[src/rtl/rc_parity_corrector.sv]
module rc_parity_corrector (
  input  logic [15:0] enc_data,
  output logic [8:0]  enc_chk,
  input  logic [15:0] rx_data,
  input  logic [8:0]  rx_chk,
  output logic [15:0] fix_data,
  output logic        corrected,
  output logic        uncorrectable
);

  localparam int SIDE = 4;

  logic [SIDE-1:0] enc_row, enc_col;
  logic [SIDE-1:0] rx_row, rx_col;
  logic [SIDE-1:0] row_bad, col_bad;
  logic            corner_bad;
  logic            one_row, one_col, no_row, no_col;
  logic            data_hit, chk_hit;
  logic [15:0]     flip;

  for (genvar g = 0; g < SIDE; g++) begin : g_par
    assign enc_row[g] = ^enc_data[SIDE*g +: SIDE];
    assign rx_row[g]  = ^rx_data[SIDE*g +: SIDE];
    assign enc_col[g] = enc_data[g] ^ enc_data[g+SIDE] ^ enc_data[g+2*SIDE] ^ enc_data[g+3*SIDE];
    assign rx_col[g]  = rx_data[g] ^ rx_data[g+SIDE] ^ rx_data[g+2*SIDE] ^ rx_data[g+3*SIDE];
  end

  assign enc_chk = {^enc_row, enc_col, enc_row};

  assign row_bad    = rx_row ^ rx_chk[SIDE-1:0];
  assign col_bad    = rx_col ^ rx_chk[2*SIDE-1:SIDE];
  assign corner_bad = (^rx_data) ^ rx_chk[2*SIDE];

  assign one_row = $onehot(row_bad);
  assign one_col = $onehot(col_bad);
  assign no_row  = (row_bad == '0);
  assign no_col  = (col_bad == '0);

  assign data_hit = one_row && one_col && corner_bad;
  assign chk_hit  = (one_row && no_col && !corner_bad) ||
                    (no_row && one_col && !corner_bad) ||
                    (no_row && no_col && corner_bad);

  for (genvar r = 0; r < SIDE; r++) begin : g_r
    for (genvar c = 0; c < SIDE; c++) begin : g_c
      assign flip[SIDE*r+c] = data_hit & row_bad[r] & col_bad[c];
    end
  end

  assign fix_data      = rx_data ^ flip;
  assign corrected     = data_hit | chk_hit;
  assign uncorrectable = !(no_row && no_col && !corner_bad) && !corrected;

endmodule

[config.mk]
export PLATFORM = sky130hd
export DESIGN_NAME = rc_parity_corrector
export DESIGN_NICKNAME = d
export VERILOG_FILES = /design/src/rtl/rc_parity_corrector.sv
export SDC_FILE = /design/constraint.sdc
export NUM_CORES = 1
export LEC_CHECK = 0
export CAP_MARGIN = 10
export CORE_MARGIN = 2
export CORE_UTILIZATION = 40
export DETAILED_ROUTE_END_ITERATION = 10
export PLACE_DENSITY = 0.83
export SYNTH_ARGS = -nofsm -noshare
export SYNTH_HDL_FRONTEND = slang
export SYNTH_SLANG_ARGS = --single-unit
[constraint.sdc]
create_clock -name vclk -period 4.6
set_input_delay 0.92 -clock vclk [all_inputs]
set_output_delay 0.92 -clock vclk [all_outputs]
set_load 0.005 [all_outputs]
==> results of run 1 <==
==> Yosys cell counts, drive strengths merged <==
cell type  number  area share [%]
nor3            8             3.3
clkbuf          1            0.31
and3            2             1.0
nand4           1            0.52
xnor3           6              11
or2             2             1.0
xnor2          48              38
ha              6             6.2
and2            2             1.0
o21a            2             1.2
nor2            5             1.6
nand3           8             3.3
xor3            1             2.1
inv             8             2.5
xor2           24              17
nand2           3            0.93
o21ai           1            0.41
mux2i           3             2.8
fa              2             3.3
mux2            2             1.9
==> stage by stage <==
step	setup TNS (ns)	util (%)
floorplan	0	-
global placement	-14.20	78.2
detailed placement	-16.07	78.2
CTS	-0.0258	92.9
==> what timing repair did <==
action / 4_1_cts
pin swaps: 42
hold buffers: 0
buffers inserted: 28
setup endpoints to repair: 18
gates resized for setup: 162
cloned: 1
==> cells by family after synthesis <==
kind of cell             after synthesis  synth area share, %
multiplexers                           5                 4.66
XOR/XNOR                              79                 68.6
AND/OR/NAND/NOR                       31                 12.7
adder cells (fa/ha/maj)                8                 9.53
AO/OA/AOI/OAI                          3                 1.66
buffers and inverters                  9                 2.80
==> impl_metrics.ini, run 1 <==
[floorplan]
ios = 68
die_w_um = 58.9
die_h_um = 58.9
start_util_pct = 43.0
placementRows = 19

[place]
place_ws_ns = -0.985
globalplace.congestion = 0.826
port_buffers = 68
placement.cell_area_um2 = 2190
dp_hpwl_um = 3460
dp.cells = 269

[logic_synthesis]
avgSynthCellArea_um2 = 8.94
syn_nets = 184
synth_area_um2 = 1210
synthCells = 135
seq_area_frac_synth_pct = 0
yosysWarningCount = 0
yosysUniqueCellTypes = 22

[sta]
grt-worst-endpoint = fix_data[9]
endpoint_type = top-level output

[run_status]
lastStage = 5_1_grt
status = aborted with a tool error
error = [ERROR DPL-0038] Utilization greater than 100%, impossible to legalize

[global_routing]
grt_max_degree = 6
==> run 2: changes to the inputs <==
CORE_UTILIZATION = 25   (was 40)
PLACE_DENSITY = default   (was 0.83)
PLACE_DENSITY_LB_ADDON = 0.15   (was default)
==> run 2 against run 1 <==
Compared with the run above:
- the flow now finishes, with violations (negative setup slack)
- synthesized cell count did not move
- synthesized area unchanged
==> impl_metrics.ini, run 2 <==
[logic_synthesis]
synthCells = 135
yosysUniqueCellTypes = 22
synthTopCellsByArea = xnor2_1 31%, xor2_1 17%, xnor3_1 11%
synthTopCellsByCount = 43 x xnor2_1, 24 x xor2_1, 8 x inv_1, 8 x nand3_1, 8 x nor3_1
avgSynthCellArea_um2 = 8.94
netlist.area_leader.share_pct = 31.2
yosysWarningCount = 0
seq_area_frac_synth_pct = 0
yosysMostFrequentCell = xnor2_1
syn_nets = 184
yosysTopAreaCell = xnor2_1
synth_area_um2 = 1210

[run_status]
violations = negative setup slack
status = finished with violations

[floorplan]
die_h_um = 73.5
ios = 68
coreArea_um2 = 4690
die_w_um = 73.5
placementRows = 25
die_area_um2 = 5400
start_util_pct = 25.7

[global_routing]
grt_max_degree = 6
track_usage_pct = 16.4
antenna_found_initial = 0
grt_pass1_wl_um = 7020
grt_pass1_vias = 1535
grt.overflow.total = 0

[pwr]
irDropWorstVdd_mv = 0.141
power.internal_mw = 0.531
power.total_mw = 0.945
powerDensity_nw_per_um2 = 335
power.switching_mw = 0.414
p_leak_nw = 1.33
pwr-share-comb_pct = 100.0
seq_power_share_pct = 0
p_clk_share_pct = 0
sw_frac_of_total_pct = 43.8

[place]
port_buffers = 68
dp_hpwl_um = 3410
dp.cells = 300
globalplace.congestion = 0.939

[sta]
setup_violations = 15
final-max-slew-violation-count = 0
finalHoldViolCount = 0
post-route-period-util_pct = 102
finalWorstSetupSlack_ns = -0.109
finalHoldWorstSlack_ns = 2.25
rsz0062_at_grt = yes
tightest_slew_ns = 0.646
fin_setup_tns_ns = -0.685
slew_headroom_pct = 56.1
post-route-min-period_ns = 4.71
fmax_mhz = 212

[cells_and_area]
drive_gt1_share_pct = 59.1
num_antenna_cells = 0
design.seq.count = 0
area_growth_syn_to_layout_pct = 133
final_common_cell = buf_4
layoutNonFillerInstCount = 323
final_util_pct = 60.0
final_cell_mix = 55 x buf_4, 32 x clkdlybuf4s50_1, 27 x xnor2_1, 24 x buf_2, 19 x xor2_1
fin_nets = 320
register_area_um2 = 0
clock_buffers = 0

[route]
drt_iter0_drc = 38
first_pass_iters = 4
met2_length_um = 2500
routed_via_density = 4.41
drc = 0
num_vias = 1426
wl_met1_um = 1760
wl_per_cell_um = 13.8
top_layer = met4
ant_nets = 0
route.met3.wl_um = 174
routed_wl_um = 4460

[hold_path]
holdPathStages = 4
hold_class = input port to output port
hold_end = fix_data[15]
hp-start = rx_data[15]

[setup_path]
path_class = input port to output port
worst_setup_path_start_kind = input port
worstPathRequired_ns = 3.68
crit_arrival_ns = 3.79
cp-end-kind = output port
cp_max_fo = 5

[flow_run]
cap_violations = 0

[cts]
cts_hold_buf = 0
-- run 2: cell counts after synthesis --
Identical to the previous run, type by type.
-- run 2: stage by stage --
| step | cell area [um2] | setup slack [ns] |
|---|---|---|
| after global routing | 2820 | -0.249 |
| after global placement | 2280 | -0.820 |
| final | 2820 | -0.109 |
| after detailed placement | 2280 | -0.925 |
| after CTS | 2710 | -0.115 |
| after floorplan | 1210 | 0.275 |
-- run 2: worst max-delay path by stage --
stage / startpoint / endpoint / slack, ns / cells after the start
2_1_floorplan: rx_data[14] / fix_data[8] / 0.28 / 12
3_3_place_gp: rx_data[15] / fix_data[11] / -0.82 / 13
3_5_place_dp: rx_data[15] / fix_data[9] / -0.92 / 13
4_1_cts: rx_data[7] / fix_data[9] / -0.11 / 15
5_1_grt: rx_data[4] / fix_data[8] / -0.25 / 15
6_report: rx_data[4] / fix_data[6] / -0.11 / 16
-- run 2: critical path, cell delays in order --
cell and delay [ns]:
buf_4 0.15, xor2_2 0.19, xnor2_2 0.18, xnor2_1 0.16
inv_1 0.11, fa_1 0.55, ha_2 0.18, ha_4 0.20
nor2_4 0.10, nand4_1 0.22, buf_6 0.22, buf_6 0.12
inv_8 0.07, nand3_4 0.08, xnor2_2 0.18, buf_2 0.15
-- run 2: cell families after synthesis --
logic type                 count (synthesis)  synth area share [%]
xor gates and xnor gates                  79                  68.6
and+or+nand+nor                           31                  12.7
AOI/OAI and AO/OA                          3                  1.66
buffers and inverters                      9                  2.80
muxes                                      5                  4.66
adders and majority gates                  8                  9.53
-- run 2: repair_timing --
item,in CTS,in global routing
pin swaps,55,39
endpoints found under the hold margin,0,0
endpoints found under the setup margin,18,18
gates cloned,1,0
setup buffers,20,5
gates resized for setup,195,35
-- run 2: power by group through the flow --
| stage | Clock, mW | Combinational (mW) | Sequential [mW] |
|---|---|---|---|
| final | 0 | 0.945 | 0 |
| after global routing | 0 | 1.01 | 0 |
| after detailed placement | 0 | 0.631 | 0 |
| after floorplan | 0 | 0.335 | 0 |
| after CTS | 0 | 0.858 | 0 |
| after global placement | 0 | 0.618 | 0 |
-- run 2: layout make-up --
type / instances / area (um2)
tap: 54 / 67.6
inverter: 8 / 37.5
fill: 413 / 1880
timing repair buffer: 135 / 1100
multi-input combinational: 126 / 1610
-- run 2: per-layer routing --
layer  vias up  GRT usage, %
met5         -             0
met1       677          20.8
li1        708             -
met3         2         0.412
met2        39          32.4
met4         0         0.202
Power figures use the tool's default switching activity.
==> run 3: changes to the inputs <==
PLACE_DENSITY_LB_ADDON = 0.1   (was 0.15)
==> run 3 against run 2 <==
Compared with the run above:
- the flow still finishes with violations (negative setup slack)
- count of clock-buffer cells in the layout stayed put
- flip-flop and latch count stayed put
- via count rose by 0.14%
- combinational power is 1% higher
- sequential share of layout area stayed put
- critical endpoint is now uncorrectable
- largest power group unchanged
==> impl_metrics.ini, run 3 (synthesized netlist as in run 2, its figures left out) <==
[run_status]
status = finished with violations
violations = negative setup slack

[pwr]
irDropWorstVdd_mv = 0.161
sw_frac_of_total_pct = 43.7
powerDensity_nw_per_um2 = 342
p_leak_nw = 1.33
p_clk_share_pct = 0
seq_power_share_pct = 0
power.switching_mw = 0.418
power.internal_mw = 0.539
pwr-share-comb_pct = 100.0
power.total_mw = 0.958

[route]
first_pass_iters = 4
drt_iter0_drc = 37
routed_via_density = 4.39
num_vias = 1428
wl_per_cell_um = 13.9
drc = 0
ant_nets = 0
routed_wl_um = 4530

[place]
dp_hpwl_um = 3180
port_buffers = 68
dp.cells = 294
placement.cell_area_um2 = 2240
globalplace.congestion = 0.836
place_ws_ns = -0.903

[cells_and_area]
final_cell_mix = 63 x buf_4, 32 x clkdlybuf4s50_1, 25 x xnor2_1, 23 x buf_2, 22 x xor2_1
num_antenna_cells = 0
design.seq.count = 0
register_area_um2 = 0
layoutNonFillerInstCount = 325
clock_buffers = 0
final_common_cell = buf_4
drive_gt1_share_pct = 59.4
fin_nets = 322
fillCellCount = 420
design_area_um2 = 2800
area_growth_syn_to_layout_pct = 132

[global_routing]
antenna_found_initial = 0
grt_pass1_vias = 1556
track_usage_pct = 16.3
grt_pass1_wl_um = 7020
grt.overflow.total = 0
grt_max_degree = 6

[floorplan]
ios = 68
die_w_um = 73.5
die_h_um = 73.5
placementRows = 25
die_area_um2 = 5400
coreArea_um2 = 4690
start_util_pct = 25.7

[sta]
post-route-min-period_ns = 4.84
final-max-slew-violation-count = 0
setup_violations = 18
post-route-period-util_pct = 105
finalWorstSetupSlack_ns = -0.237
rsz0062_at_grt = yes
fmax_mhz = 207
finalHoldViolCount = 0
slew_headroom_pct = 68.1
tightest_slew_ns = 0.469
finalHoldWorstSlack_ns = 2.14

[flow_run]
cap_violations = 0

[hold_path]
hp-start = rx_data[8]
holdPathStages = 3
hold_class = input port to output port

[setup_path]
cp-end-kind = output port
crit_start = rx_data[3]
worstPathRequired_ns = 3.68
cp_max_fo = 3
worst_setup_path_start_kind = input port
path_class = input port to output port
crit_arrival_ns = 3.92

[cts]
cts_hold_buf = 0
[run 3: path summary, 6_finish.rpt]
kind	endpoint	slack, ns
worst min-delay path	fix_data[8]	2.14
worst max-delay path	uncorrectable	-0.24
[run 3: timing repair]
item,in CTS,in global routing
hold endpoints to repair,0,0
gates cloned,1,0
endpoints found under the setup margin,18,18
pin swaps,48,40
buffers inserted,30,3
gates resized for setup,178,45
[run 3: power groups by stage]
| stage | Sequential, mW | Clock [mW] | Combinational [mW] |
|---|---|---|---|
| 2_1_floorplan | 0 | 0 | 0.335 |
| 4_1_cts | 0 | 0 | 0.830 |
| 3_5_place_dp | 0 | 0 | 0.611 |
| 5_1_grt | 0 | 0 | 1.02 |
| 3_3_place_gp | 0 | 0 | 0.602 |
| 6_report | 0 | 0 | 0.958 |
[run 3: layout make-up]
type | instances | area [um2] | area share, %
multi-input cells | 126 | 1590 | 56.7
repair buffers | 137 | 1110 | 39.7
well taps | 54 | 67.6 | 2.41
inverters | 8 | 32.5 | 1.16
[run 3: routing by layer]
layer,vias up,routed length (um),share of wire (%),GRT usage [%]
li1,710,-,-,-
met1,666,1680,37,19.0
met2,46,2520,56,32.7
met3,6,251,5.5,1.51
met4,0,74,1.6,1.62
met5,-,0,0,0
[run 3: through the flow]
| stage | TNS [ns] | utilization, % |
|---|---|---|
| after detailed placement | -15.56 | 47.7 |
| after global placement | -14.06 | 47.7 |
| after floorplan | 0 | - |
| after global routing | -5.57 | 59.7 |
| after CTS | -1.94 | 56.5 |
| final | -2.89 | 59.7 |
[run 3: critical path, stage by stage]
cell and delay (ns):
buf_8 0.10, buf_6 0.11, xnor3_1 0.37, xnor2_2 0.19, inv_2 0.07, fa_1 0.53, ha_2 0.20, ha_4 0.21
nor2_4 0.11, nand4_1 0.26, buf_6 0.23, buf_6 0.12, mux2_4 0.26, o21a_1 0.12, buf_2 0.12
